--- config.mk ---
export PLATFORM = sky130hd
export DESIGN_NAME = pause_ctl_reg
export DESIGN_NICKNAME = d
export VERILOG_FILES = /design/src/rtl/pause_ctl_pkg.sv /design/src/rtl/pause_fc_sync.sv /design/src/rtl/pause_ctl_regs.sv /design/src/rtl/pause_evt_gen.sv /design/src/rtl/pause_ctl_reg.sv
export SDC_FILE = /design/constraint.sdc
export NUM_CORES = 1
export LEC_CHECK = 0
export BUFFER_PORTS_ARGS = -buffer_cell sky130_fd_sc_hd__buf_4
export CORE_UTILIZATION = 40
export DETAILED_ROUTE_END_ITERATION = 10
export MAX_ROUTING_LAYER = met4
export PLACE_DENSITY_LB_ADDON = 0.15
export SETUP_SLACK_MARGIN = 0.4
export SKIP_LAST_GASP = 1
export SLEW_MARGIN = 15
export SYNTH_ARGS = -nofsm -noshare
export SYNTH_HDL_FRONTEND = slang
export SYNTH_SLANG_ARGS = --single-unit
--- constraint.sdc ---
create_clock -name clk_i -period 2 [get_ports clk_i]
set_clock_uncertainty 0.2 [all_clocks]
set_input_delay 0.2 -clock clk_i [delete_from_list [all_inputs] [get_ports clk_i]]
set_output_delay 0.2 -clock clk_i [all_outputs]
set_load 0.1 [all_outputs]
--- src/rtl/pause_ctl_pkg.sv ---
package pause_ctl_pkg;
  localparam int unsigned REG_W    = 32;
  localparam int unsigned VAL_BIT  = 23;
  localparam int unsigned MAP_LO   = 16;
  localparam int unsigned MAP_HI   = 22;
  localparam int unsigned FORCE_B  = 20;
  localparam int unsigned NEG_B    = 19;
  localparam int unsigned FIXED_B  = 18;
  localparam int unsigned PINEN_B  = 17;
  localparam int unsigned CMD_B    = 16;

  typedef struct packed {
    logic force_pause;
    logic neg_pause;
    logic fixed_len;
    logic pin_en;
    logic cmd;
  } ctl_t;
endpackage

--- src/rtl/pause_fc_sync.sv ---
module pause_fc_sync #(
  parameter int unsigned STAGES = 2
) (
  input  logic clk_i,
  input  logic rst_ni,
  input  logic d_i,
  output logic q_o
);
  logic [STAGES-1:0] chain_q;

  for (genvar g = 0; g < STAGES; g++) begin : g_stage
    always_ff @(posedge clk_i or negedge rst_ni) begin
      if (!rst_ni) chain_q[g] <= 1'b0;
      else if (g == 0) chain_q[g] <= d_i;
      else chain_q[g] <= chain_q[(g == 0) ? 0 : g-1];
    end
  end

  assign q_o = chain_q[STAGES-1];
endmodule

--- src/rtl/pause_ctl_regs.sv ---
module pause_ctl_regs
  import pause_ctl_pkg::*;
#(
  parameter int unsigned LEN_W = 16
) (
  input  logic             clk_i,
  input  logic             rst_ni,
  input  logic             wr_en_i,
  input  logic [REG_W-1:0] wr_data_i,
  input  logic             clr_i,
  output ctl_t             ctl_o,
  output logic [LEN_W-1:0] len_o,
  output logic [REG_W-1:0] rd_data_o
);
  localparam int unsigned PAD_W = REG_W - 21;

  ctl_t             ctl_q;
  logic [LEN_W-1:0] len_q;
  logic             unused_wr;

  assign unused_wr = ^{wr_data_i[REG_W-1:VAL_BIT+1], wr_data_i[MAP_HI:FORCE_B+1]};

  always_ff @(posedge clk_i or negedge rst_ni) begin
    if (!rst_ni) begin
      ctl_q <= '0;
      len_q <= '0;
    end else if (clr_i) begin
      ctl_q <= '0;
      len_q <= '0;
    end else if (wr_en_i) begin
      len_q <= wr_data_i[LEN_W-1:0];
      if (wr_data_i[FORCE_B]) ctl_q.force_pause <= wr_data_i[VAL_BIT];
      if (wr_data_i[NEG_B])   ctl_q.neg_pause   <= wr_data_i[VAL_BIT];
      if (wr_data_i[FIXED_B]) ctl_q.fixed_len   <= wr_data_i[VAL_BIT];
      if (wr_data_i[PINEN_B]) ctl_q.pin_en      <= wr_data_i[VAL_BIT];
      if (wr_data_i[CMD_B])   ctl_q.cmd         <= wr_data_i[VAL_BIT];
    end
  end

  assign ctl_o     = ctl_q;
  assign len_o     = len_q;
  assign rd_data_o = {{PAD_W{1'b0}}, ctl_q, {(16-LEN_W){1'b0}}, len_q};

  // mapped bit takes the value bit
  p_map_load_r1: assert property (@(posedge clk_i) disable iff (!rst_ni)
    (wr_en_i && !clr_i && wr_data_i[FORCE_B]) |=> (ctl_q.force_pause == $past(wr_data_i[VAL_BIT])));
  // unmapped bit holds
  p_map_hold_r1: assert property (@(posedge clk_i) disable iff (!rst_ni)
    (wr_en_i && !clr_i && !wr_data_i[CMD_B]) |=> $stable(ctl_q.cmd));

  p_clear_r9: assert property (@(posedge clk_i) disable iff (!rst_ni)
    clr_i |=> (rd_data_o == '0));
endmodule

--- src/rtl/pause_evt_gen.sv ---
module pause_evt_gen #(
  parameter int unsigned LEN_W = 16
) (
  input  logic             clk_i,
  input  logic             rst_ni,
  input  logic             cmd_i,
  input  logic             pin_i,
  input  logic             pin_en_i,
  input  logic             full_duplex_i,
  input  logic             fixed_i,
  input  logic [LEN_W-1:0] len_i,
  input  logic             ack_i,
  output logic             req_o,
  output logic [LEN_W-1:0] opnd_o
);
  logic             cmd_q, pin_q, pend_q;
  logic [LEN_W-1:0] opnd_q, opnd_d;
  logic             pin_ok, rise_any, fall_any, evt;

  always_ff @(posedge clk_i or negedge rst_ni) begin
    if (!rst_ni) begin
      cmd_q <= 1'b0;
      pin_q <= 1'b0;
    end else begin
      cmd_q <= cmd_i;
      pin_q <= pin_i;
    end
  end

  // pin edges only turn into frames in full duplex
  assign pin_ok   = pin_en_i & full_duplex_i;
  assign rise_any = (cmd_i & ~cmd_q) | (pin_ok & pin_i & ~pin_q);
  assign fall_any = (~cmd_i & cmd_q) | (pin_ok & ~pin_i & pin_q);
  assign evt      = rise_any | (fall_any & ~fixed_i);

  always_comb begin
    if (fixed_i)       opnd_d = len_i;
    else if (rise_any) opnd_d = '1;
    else               opnd_d = '0;
  end

  always_ff @(posedge clk_i or negedge rst_ni) begin
    if (!rst_ni) begin
      pend_q <= 1'b0;
      opnd_q <= '0;
    end else if (evt) begin
      pend_q <= 1'b1;
      opnd_q <= opnd_d;
    end else if (ack_i) begin
      pend_q <= 1'b0;
    end
  end

  assign req_o  = pend_q;
  assign opnd_o = opnd_q;

  // pending request holds until acknowledged
  p_hold_r8: assert property (@(posedge clk_i) disable iff (!rst_ni)
    (pend_q && !ack_i && !evt) |=> (pend_q && $stable(opnd_q)));
  // acknowledge retires the request
  p_ack_r8: assert property (@(posedge clk_i) disable iff (!rst_ni)
    (pend_q && ack_i && !evt) |=> !pend_q);
  // fixed mode falling edge alone makes no request
  p_fixed_fall_r6: assert property (@(posedge clk_i) disable iff (!rst_ni)
    (!pend_q && fixed_i && !rise_any) |=> !pend_q);
endmodule

--- src/rtl/pause_ctl_reg.sv ---
module pause_ctl_reg
  import pause_ctl_pkg::*;
#(
  parameter int unsigned LEN_W       = 16,
  parameter int unsigned SYNC_STAGES = 2
) (
  input  logic             clk_i,
  input  logic             rst_ni,
  input  logic             wr_en_i,
  input  logic [REG_W-1:0] wr_data_i,
  output logic [REG_W-1:0] rd_data_o,
  input  logic             ee_start_i,
  input  logic             ee_err_i,
  input  logic             fc_pin_i,
  input  logic             an_pause_i,
  input  logic             full_duplex_i,
  output logic             pause_en_o,
  output logic             pause_req_o,
  output logic [LEN_W-1:0] pause_opnd_o,
  input  logic             pause_ack_i,
  output logic             back_press_o
);
  ctl_t             ctl;
  logic [LEN_W-1:0] len;
  logic             pin_s;

  pause_fc_sync #(.STAGES(SYNC_STAGES)) u_sync (
    .clk_i(clk_i), .rst_ni(rst_ni), .d_i(fc_pin_i), .q_o(pin_s)
  );

  pause_ctl_regs #(.LEN_W(LEN_W)) u_regs (
    .clk_i(clk_i), .rst_ni(rst_ni), .wr_en_i(wr_en_i), .wr_data_i(wr_data_i),
    .clr_i(ee_start_i | ee_err_i), .ctl_o(ctl), .len_o(len), .rd_data_o(rd_data_o)
  );

  pause_evt_gen #(.LEN_W(LEN_W)) u_evt (
    .clk_i(clk_i), .rst_ni(rst_ni), .cmd_i(ctl.cmd), .pin_i(pin_s),
    .pin_en_i(ctl.pin_en), .full_duplex_i(full_duplex_i), .fixed_i(ctl.fixed_len),
    .len_i(len), .ack_i(pause_ack_i), .req_o(pause_req_o), .opnd_o(pause_opnd_o)
  );

  assign pause_en_o   = ctl.force_pause | (ctl.neg_pause & an_pause_i);
  assign back_press_o = ctl.pin_en & pin_s & ~full_duplex_i;

  // no back pressure in full duplex
  p_bp_half_r7: assert property (@(posedge clk_i) disable iff (!rst_ni)
    back_press_o |-> !full_duplex_i);
  // disabled pin never presses back
  p_pin_off_r5: assert property (@(posedge clk_i) disable iff (!rst_ni)
    !rd_data_o[PINEN_B] |-> !back_press_o);
endmodule

==> flow_summary.toml, run 1 <==
[floorplan]
design.die.area_um2 = 4840
core-area_um2 = 4380
start_util_pct = 41.6
rows = 24
die_y_um = 69.6
ioPinCount = 92
fp.dieW_um = 69.6

[route]
vias = 1456
route.detailed.drc = 0
first_iter_violations = 48
viasPerCell = 4.97
maxUsedRoutingLayer = "met4"
postRouteAntennaNets = 0
wl_um = 4250
routed-wl-met2_um = 2190
firstDrtPassIters = 6
dr_wl_met3_um = 217
wl_per_cell_um = 14.5
m1WireLength_um = 1770

[clock_network]
path_clk_slew_ns = 0.07
cts_max_level = 2
tritoncts = "yes"
clk_latency_ns = 0.29
numCtsBuffers = 5
cts.sinks = 42
clockBufferDepth = 2
root_buffer = "clkbuf_8"

[power_and_ir_drop]
switching_share_pct = 45.8
switchingPower_mw = 1.39
intPower_mw = 1.65
p_leak_nw = 1.33
ir_worst_vdd_mv = 0.696
combPwrFrac_pct = 44.7
power_mw = 3.04
power_density_nw_per_um2 = 1120
seqPwrFrac_pct = 33.9
clkPwrFrac_pct = 21.4

[worst_setup_path]
critPathLaunchType = "flop"
critPathMaxFanout = 16
end_kind = "flop"
critPathKind = "reg -> reg"
cp.required_ns = 2.02
crit_arrival_ns = 1.57

[logic_synthesis]
ys_ff_latch = 42
avgSynthCellArea_um2 = 12.3
syn_area_um2 = 1830
yosysSeqAreaShare_pct = 57.6
yosys_warnings = 0
syn_inst = 148
synth.distinct_cells = 24

[sta]
hold_viol = 0
worst_slew_pin_slew_ns = 0.520
setup_viol = 0
slew_headroom_pct = 65.4
fin_setup_tns_ns = 0
rsz0062_at_grt = "yes"
fmax_mhz = 648
period_share_pct = 77.1
period_needed_ns = 1.54
final-max-slew-violation-count = 0

[finish]
area.growth.synth_to_final_pct = 48.5
insertedDiodeCount = 0
final_common_cell = "buf_4"
fin_util_pct = 61.8
drive_above_1_share_pct = 37.8
nets = 281
layout_common_cells = "71 x buf_4, 38 x dfrtp_1, 24 x dlygate4sd3_1"

[global_route]
antenna_found_initial = 0
grt_max_degree = 43
grt_util_all_layers_pct = 20.1
grt_pass1_wl_um = 7360
grt_pass1_vias = 1553
gr-total-overflow = 0

[worst_hold_path]
hold_class = "in -> reg"

[run_status]
outcome = "finished clean"

[flow_run]
max-cap-violations = 0

[placement]
gp_congestion = 0.745
dp_hpwl_um = 2820
portBuffers = 70
## state kept, by name, indices dropped and copies added (netlist names)
signal,flops
u_evt.opnd_o,16
u_regs.len_o,16
u_regs.ctl_o,5
u_evt.cmd_q,1
u_evt.pin_q,1
u_evt.req_o,1
u_sync.chain_q,1
u_sync.q_o,1
## layout make-up
cell class | instances | area, µm²
well taps | 52 | 65.1
clock inverters | 2 | 37.5
clock buffers | 6 | 72.6
flip-flops and latches | 42 | 1060
inverters | 2 | 7.51
multi-input cells | 92 | 667
repair buffers | 97 | 805
fillers | 351 | 1670
## worst paths after layout
path                              startpoint                end  slack [ns]  depth (start not counted)
max                          u_regs.ctl_o[1]    u_evt.opnd_o[1]        0.46                          4
min                            wr_data_i[23]    u_regs.ctl_o[1]        0.01                          3
max reg2reg                  u_regs.ctl_o[1]    u_evt.opnd_o[1]        0.46                          4
min reg2reg                u_sync.chain_q[0]         u_sync.q_o        0.15                          0
max in group asynchronous             rst_ni    u_regs.ctl_o[4]        0.99                          2
min in group asynchronous             rst_ni  u_sync.chain_q[0]        0.23                          2
## power groups by stage
stage	registers, mW	logic [mW]	clock network [mW]
2_1_floorplan	1.81	0.278	0
3_3_place_gp	1.04	1.31	0
3_5_place_dp	1.05	1.33	0
4_1_cts	1.03	1.36	0.680
5_1_grt	1.05	1.40	0.714
6_report	1.03	1.36	0.651
## per-layer routing
| layer | GRT usage [%] | up-vias |
|---|---|---|
| met5 | - | - |
| met3 | 4.80 | 10 |
| met1 | 22.9 | 713 |
| met2 | 34.7 | 49 |
| met4 | 6.80 | 0 |
| li1 | - | 684 |
## synthesized netlist by cell type (all sizes together)
cell      n  share of area, %
o21ai     1              0.27
o2111ai   2               1.9
clkbuf    2              0.41
nor2     17               3.5
nand2b    1              0.48
nand2    12               2.5
mux2i    16               8.8
and4b     1              0.55
nand4b    1              0.82
inv       1              0.21
nor2b     1              0.34
o221a    16               9.9
clkinv    1              0.21
or2       1              0.34
a21o      2               1.2
a21oi     5               1.4
conb      1              0.21
nand3     5               1.4
dfrtp    42                58
buf      20               8.1
## critical path: stages (launching register included)
cell	delay, ns
dfrtp_2	0.45
and4b_1	0.24
o2111ai_4	0.23
buf_12	0.17
o221a_1	0.18
## per-stage QoR
stage | worst slack [ns] | instance area, µm² | instances | hold WS, ns
3_5_place_dp | 0.319 | 2320 | 260 | 0.0200
4_1_cts | 0.403 | 2700 | 293 | 0.0000404
5_1_grt | 0.384 | 2710 | 293 | 0.0145
3_3_place_gp | 0.356 | 2320 | 260 | 0.0125
2_1_floorplan | 0.398 | 1870 | 158 | -0.296
6_report | 0.458 | 2710 | 293 | 0.0106
## kinds of logic after synthesis
kind of cell    synth area share, %
mux                            8.77
compound gates                 14.7
other cells                   0.205
buf+inv                        8.91
flops                          57.6
simple gates                   9.87
## repair_timing
action | CTS | global route
cloned | 0 | 0
hold buffers | 24 | 0
setup buffers | 1 | 0
pin swaps | 2 | 0
setup endpoints to repair | 17 | 17
resized for setup | 1 | 3
hold endpoints to repair | 65 | 0
(Power assumes the default switching activity.)
==> inputs of run 2 (changes only) <==
==> constraint.sdc (replaced) <==
create_clock -name clk_i -period 1.2 [get_ports clk_i]
set_clock_uncertainty 0.2 [all_clocks]
set_input_delay 0.12 -clock clk_i [delete_from_list [all_inputs] [get_ports clk_i]]
set_output_delay 0.12 -clock clk_i [all_outputs]
set_load 0.1 [all_outputs]
==> run 2 against run 1 <==
Compared with the run above:
- clock-buffer cell count shrank 1
- global-route usage grew 5.6 points
- largest power group unchanged
- the run now ends with hold timing, setup timing left
- maximum frequency shrank 1.1%
- cell count grew 5.8%
- final area grew 30%
- sequential share of layout area shrank 6.5 points
==> flow_summary.toml, run 2 (synthesized netlist as in run 1, its figures left out) <==
[worst_setup_path]
critPathMaxFanout = 15
reg2reg_to = "u_evt.opnd_o[15]"
timing.rr.start = "u_regs.ctl_o[1]"
cp.required_ns = 1.23
crit_arrival_ns = 1.58
end_kind = "flop"
r2r_cells = 4
critPathLaunchType = "flop"
critPathKind = "reg -> reg"
ff2ff_setup_slack_ns = -0.36

[placement]
pre_cts_slack_ns = -0.462
placed_cells = 269
place_area_um2 = 2510
dp_hpwl_um = 3210
portBuffers = 70
gp_congestion = 0.792

[finish]
fin_cells = 310
fin_util_pct = 80.5
stdcell_area_um2 = 3530
area.growth.synth_to_final_pct = 93.2
final_common_cell = "buf_4"
multiInputGateArea_um2 = 728
regArea_um2 = 1150
insertedDiodeCount = 0
drive_above_1_share_pct = 64.3
nets = 298
fillCellCount = 233
layout_common_cells = "47 x buf_4, 41 x buf_12, 25 x buf_6, 25 x dfrtp_4"

[sta]
setup_viol = 59
fin_setup_tns_ns = -9.58
period_needed_ns = 1.56
setup_slack_ns = -0.359
final-max-slew-violation-count = 0
slew_headroom_pct = 63.8
worst_slew_pin_slew_ns = 0.543
fmax_mhz = 642
rsz0062_at_grt = "yes"
fin_hold_ws_ns = -0.393
period_share_pct = 130
hold_viol = 65

[power_and_ir_drop]
power_mw = 5.90
p_leak_nw = 1.58
ir_worst_vdd_mv = 1.19
power_density_nw_per_um2 = 1670

[clock_network]
root_buffer = "clkbuf_8"
cts.sinks = 42
clk_latency_ns = 0.30
clockBufferDepth = 2
cts_hold_buf = 1
tritoncts = "yes"
numCtsBuffers = 5
path_clk_slew_ns = 0.08
cts_max_level = 2

[global_route]
grt_util_all_layers_pct = 25.7
gr-total-overflow = 0
grt_pass1_wl_um = 9220
antenna_found_initial = 0
grt_max_degree = 43
grt_pass1_vias = 1770

[floorplan]
core-area_um2 = 4380
ioPinCount = 92
fp.dieW_um = 69.6
start_util_pct = 41.6
rows = 24
design.die.area_um2 = 4840
die_y_um = 69.6

[route]
first_iter_violations = 70
route.detailed.drc = 0
firstDrtPassIters = 4
wl_per_cell_um = 18.4
wl_um = 5690
vias = 1596
viasPerCell = 5.15
postRouteAntennaNets = 0

[worst_hold_path]
hold_class = "in -> async"

[flow_run]
max-cap-violations = 0

[run_status]
violations = "hold timing, setup timing"
outcome = "complete, but fails checks"
[run 2: cell count changes in the layout (fill, tap and decap cells not counted), sizes merged]
cell          change
buf              +40
clkbuf            -1
clkinv            +1
clkinvlp          -1
dlygate4sd3      -24
dlymetal6s4s      +1
inv               +1
[run 2: final cells by class]
class                   instances  area share, %
clock buffers                   5           1.95
clock inverters                 3           1.24
inverters                       2          0.213
multi-input cells              92           20.6
flip-flops and latches         42           32.5
well taps                      52           1.84
repair buffers                114           41.6
[run 2: repair_timing]
action / in CTS / in global routing
setup buffers: 23 / 9
endpoints found under the hold margin: 65 / 65
resized for setup: 146 / 14
setup endpoints to repair: 79 / 80
cloned: 0 / 0
pin swaps: 7 / 10
[run 2: worst max path at each step]
stage | startpoint | end | cells past startpoint
3_3_place_gp | u_sync.q_o | u_evt.opnd_o[1] | 3
6_report | u_regs.ctl_o[1] | u_evt.opnd_o[15] | 4
2_1_floorplan | u_regs.ctl_o[1] | u_evt.opnd_o[10] | 4
3_5_place_dp | u_sync.q_o | u_evt.opnd_o[0] | 3
4_1_cts | u_sync.q_o | u_evt.opnd_o[1] | 4
5_1_grt | u_regs.ctl_o[1] | u_evt.opnd_o[0] | 5
[run 2: where the power goes]
part           internal [mW]  switching [mW]  total [mW]
Sequential              1.65           0.226        1.88
Clock                  0.624           0.512        1.14
Combinational           1.08            1.82        2.89
[run 2: metal layers]
metal	share of wire (%)	vias up	wire [µm]	track usage, %
met3	3.3	18	188	4.65
met2	60	50	3390	45.7
met5	0	-	0	-
met4	2.8	0	159	10.7
li1	-	715	-	-
met1	34	813	1950	28.1
[run 2: worst max-delay path, stage by stage, from the launching register on]
cell	delay, ns
dfrtp_1	0.42
and4b_2	0.27
o2111ai_4	0.24
buf_12	0.17
o221a_1	0.18
==> inputs of run 3 (changes only) <==
--- a/config.mk
+++ b/config.mk
@@ -8,11 +8,10 @@
 export BUFFER_PORTS_ARGS = -buffer_cell sky130_fd_sc_hd__buf_4
 export CORE_UTILIZATION = 40
 export DETAILED_ROUTE_END_ITERATION = 10
-export MAX_ROUTING_LAYER = met4
 export PLACE_DENSITY_LB_ADDON = 0.15
 export SETUP_SLACK_MARGIN = 0.4
-export SKIP_LAST_GASP = 1
 export SLEW_MARGIN = 15
 export SYNTH_ARGS = -nofsm -noshare
 export SYNTH_HDL_FRONTEND = slang
 export SYNTH_SLANG_ARGS = --single-unit
+export TNS_END_PERCENT = 100
==> run 3 against run 2 <==
Compared with the run above:
- the run still ends with hold timing, setup timing left
- via count shrank 1.8%
- total power grew 0.36%
- sequential power about the same
- largest cell class unchanged
==> flow_summary.toml, run 3 (synthesized netlist as in run 1, its figures left out) <==
[run_status]
outcome = "complete, but fails checks"
violations = "hold timing, setup timing"

[global_route]
grt_max_degree = 43
antenna_found_initial = 0
grt_util_all_layers_pct = 25.0
gr-total-overflow = 0
grt_pass1_wl_um = 9230
grt_pass1_vias = 1752

[route]
wl_um = 5610
wl_per_cell_um = 18.2
postRouteAntennaNets = 0
viasPerCell = 5.09
vias = 1568
first_iter_violations = 94
firstDrtPassIters = 4
route.detailed.drc = 0

[finish]
nets = 296
drive_above_1_share_pct = 64.1
final_common_cell = "buf_4"
area.growth.synth_to_final_pct = 93.3
insertedDiodeCount = 0
layout_common_cells = "44 x buf_4, 41 x buf_12, 26 x buf_6"

[worst_hold_path]
hold_class = "in -> async"

[clock_network]
path_clk_slew_ns = 0.09
cts_max_level = 2
numCtsBuffers = 5
cts_hold_buf = 1
tritoncts = "yes"
root_buffer = "clkbuf_8"
clockBufferDepth = 2
clk_latency_ns = 0.30
cts.sinks = 42

[sta]
fin_hold_ws_ns = -0.404
rsz0062_at_grt = "yes"
period_needed_ns = 1.55
setup_slack_ns = -0.347
fmax_mhz = 647
period_share_pct = 129
fin_setup_tns_ns = -9.35
setup_viol = 59
worst_slew_pin_slew_ns = 0.534
slew_headroom_pct = 64.4
final-max-slew-violation-count = 0
hold_viol = 65

[worst_setup_path]
critPathKind = "reg -> reg"
critPathMaxFanout = 15
ff2ff_setup_slack_ns = -0.35
timing.rr.start = "u_sync.q_o"
reg2reg_to = "u_evt.opnd_o[14]"
crit_path_top_delay_cell = "dfrtp_1"
critPathLaunchType = "flop"
cp_num_buf_inv = 1
end_kind = "flop"
cp-startpoint = "u_sync.q_o"
path_cells = "and4b_1 -> o2111ai_4 -> buf_12 -> o221a_1"
max_stage_delay_ns = 0.43
cp.required_ns = 1.18
r2r_cells = 4
path_delay_family = "flip-flops"
crit_arrival_ns = 1.53

[power_and_ir_drop]
switching_share_pct = 43.3
p_leak_nw = 1.58
switchingPower_mw = 2.57
intPower_mw = 3.36
power_density_nw_per_um2 = 1680
clkPwrFrac_pct = 19.4
seqPwrFrac_pct = 31.7
power_mw = 5.93
combPwrFrac_pct = 48.9
ir_worst_vdd_mv = 1.31

[floorplan]
die_y_um = 69.6
ioPinCount = 92
design.die.area_um2 = 4840
core-area_um2 = 4380
start_util_pct = 41.6
rows = 24
fp.dieW_um = 69.6

[placement]
portBuffers = 70
dp_hpwl_um = 3210
gp_congestion = 0.781

[flow_run]
max-cap-violations = 0
run 3: cell count changes in the layout (fill, tap and decap cells not counted), sizes merged:
| cell | before | now |
|---|---|---|
| buf | 113 | 111 |
run 3: stage by stage:
step | cells | worst slack [ns] | cell area [µm²] | utilization [%]
after floorplan | 158 | -0.276 | 2030 | -
after global placement | 269 | -0.376 | 2510 | 57.2
after detailed placement | 269 | -0.462 | 2510 | 57.2
after CTS | 301 | -0.351 | 3420 | 77.9
after global routing | 308 | -0.403 | 3530 | 80.5
final | 308 | -0.347 | 3530 | 80.5
run 3: repair_timing:
action | 4_1_cts | 5_1_grt
buffers inserted | 23 | 7
pin swaps | 9 | 9
endpoints found under the setup margin | 79 | 80
endpoints found under the hold margin | 65 | 65
gates resized for setup | 148 | 14
run 3: power groups by stage:
stage / Combinational, mW / Sequential, mW / Clock [mW]
global route: 2.98 / 1.90 / 1.22
CTS: 2.84 / 1.87 / 1.14
global placement: 2.20 / 1.80 / 0
floorplan: 0.477 / 3.09 / 0
detailed placement: 2.23 / 1.80 / 0
finish: 2.90 / 1.88 / 1.15
run 3: worst max path at each step:
stage | end | slack [ns] | cells after the start
finish | u_evt.opnd_o[14] | -0.35 | 4
global route | u_evt.opnd_o[9] | -0.40 | 4
CTS | u_evt.opnd_o[1] | -0.35 | 4
detailed placement | u_evt.opnd_o[0] | -0.46 | 3
global placement | u_evt.opnd_o[1] | -0.38 | 3
floorplan | u_evt.opnd_o[10] | -0.28 | 4
run 3: worst reg2reg max path: cells and delay by family, from the launching register on:
family	cells	cell delay (ns)
AOI/OAI and AO/OA	2	0.28
and+or+nand+nor	1	0.34
buffers and inverters	1	0.18
DFF	1	0.43
run 3: cell type report:
cell class,count,area (µm²)
Multi-Input combinational cell,92,742
Clock buffer,5,68.8
Sequential cell,42,1140
Inverter,2,7.51
Timing Repair Buffer,112,1460
Tap cell,52,65.1
Fill cell,232,856
Clock inverter,3,43.8
run 3: routing by layer:
| metal | vias to the layer above | wire [µm] | GRT usage, % |
|---|---|---|---|
| met5 | - | 0 | 0 |
| met4 | 0 | 131 | 8.84 |
| met3 | 16 | 167 | 4.36 |
| met2 | 48 | 3250 | 47.2 |
| met1 | 795 | 2060 | 27.9 |
| li1 | 709 | - | - |
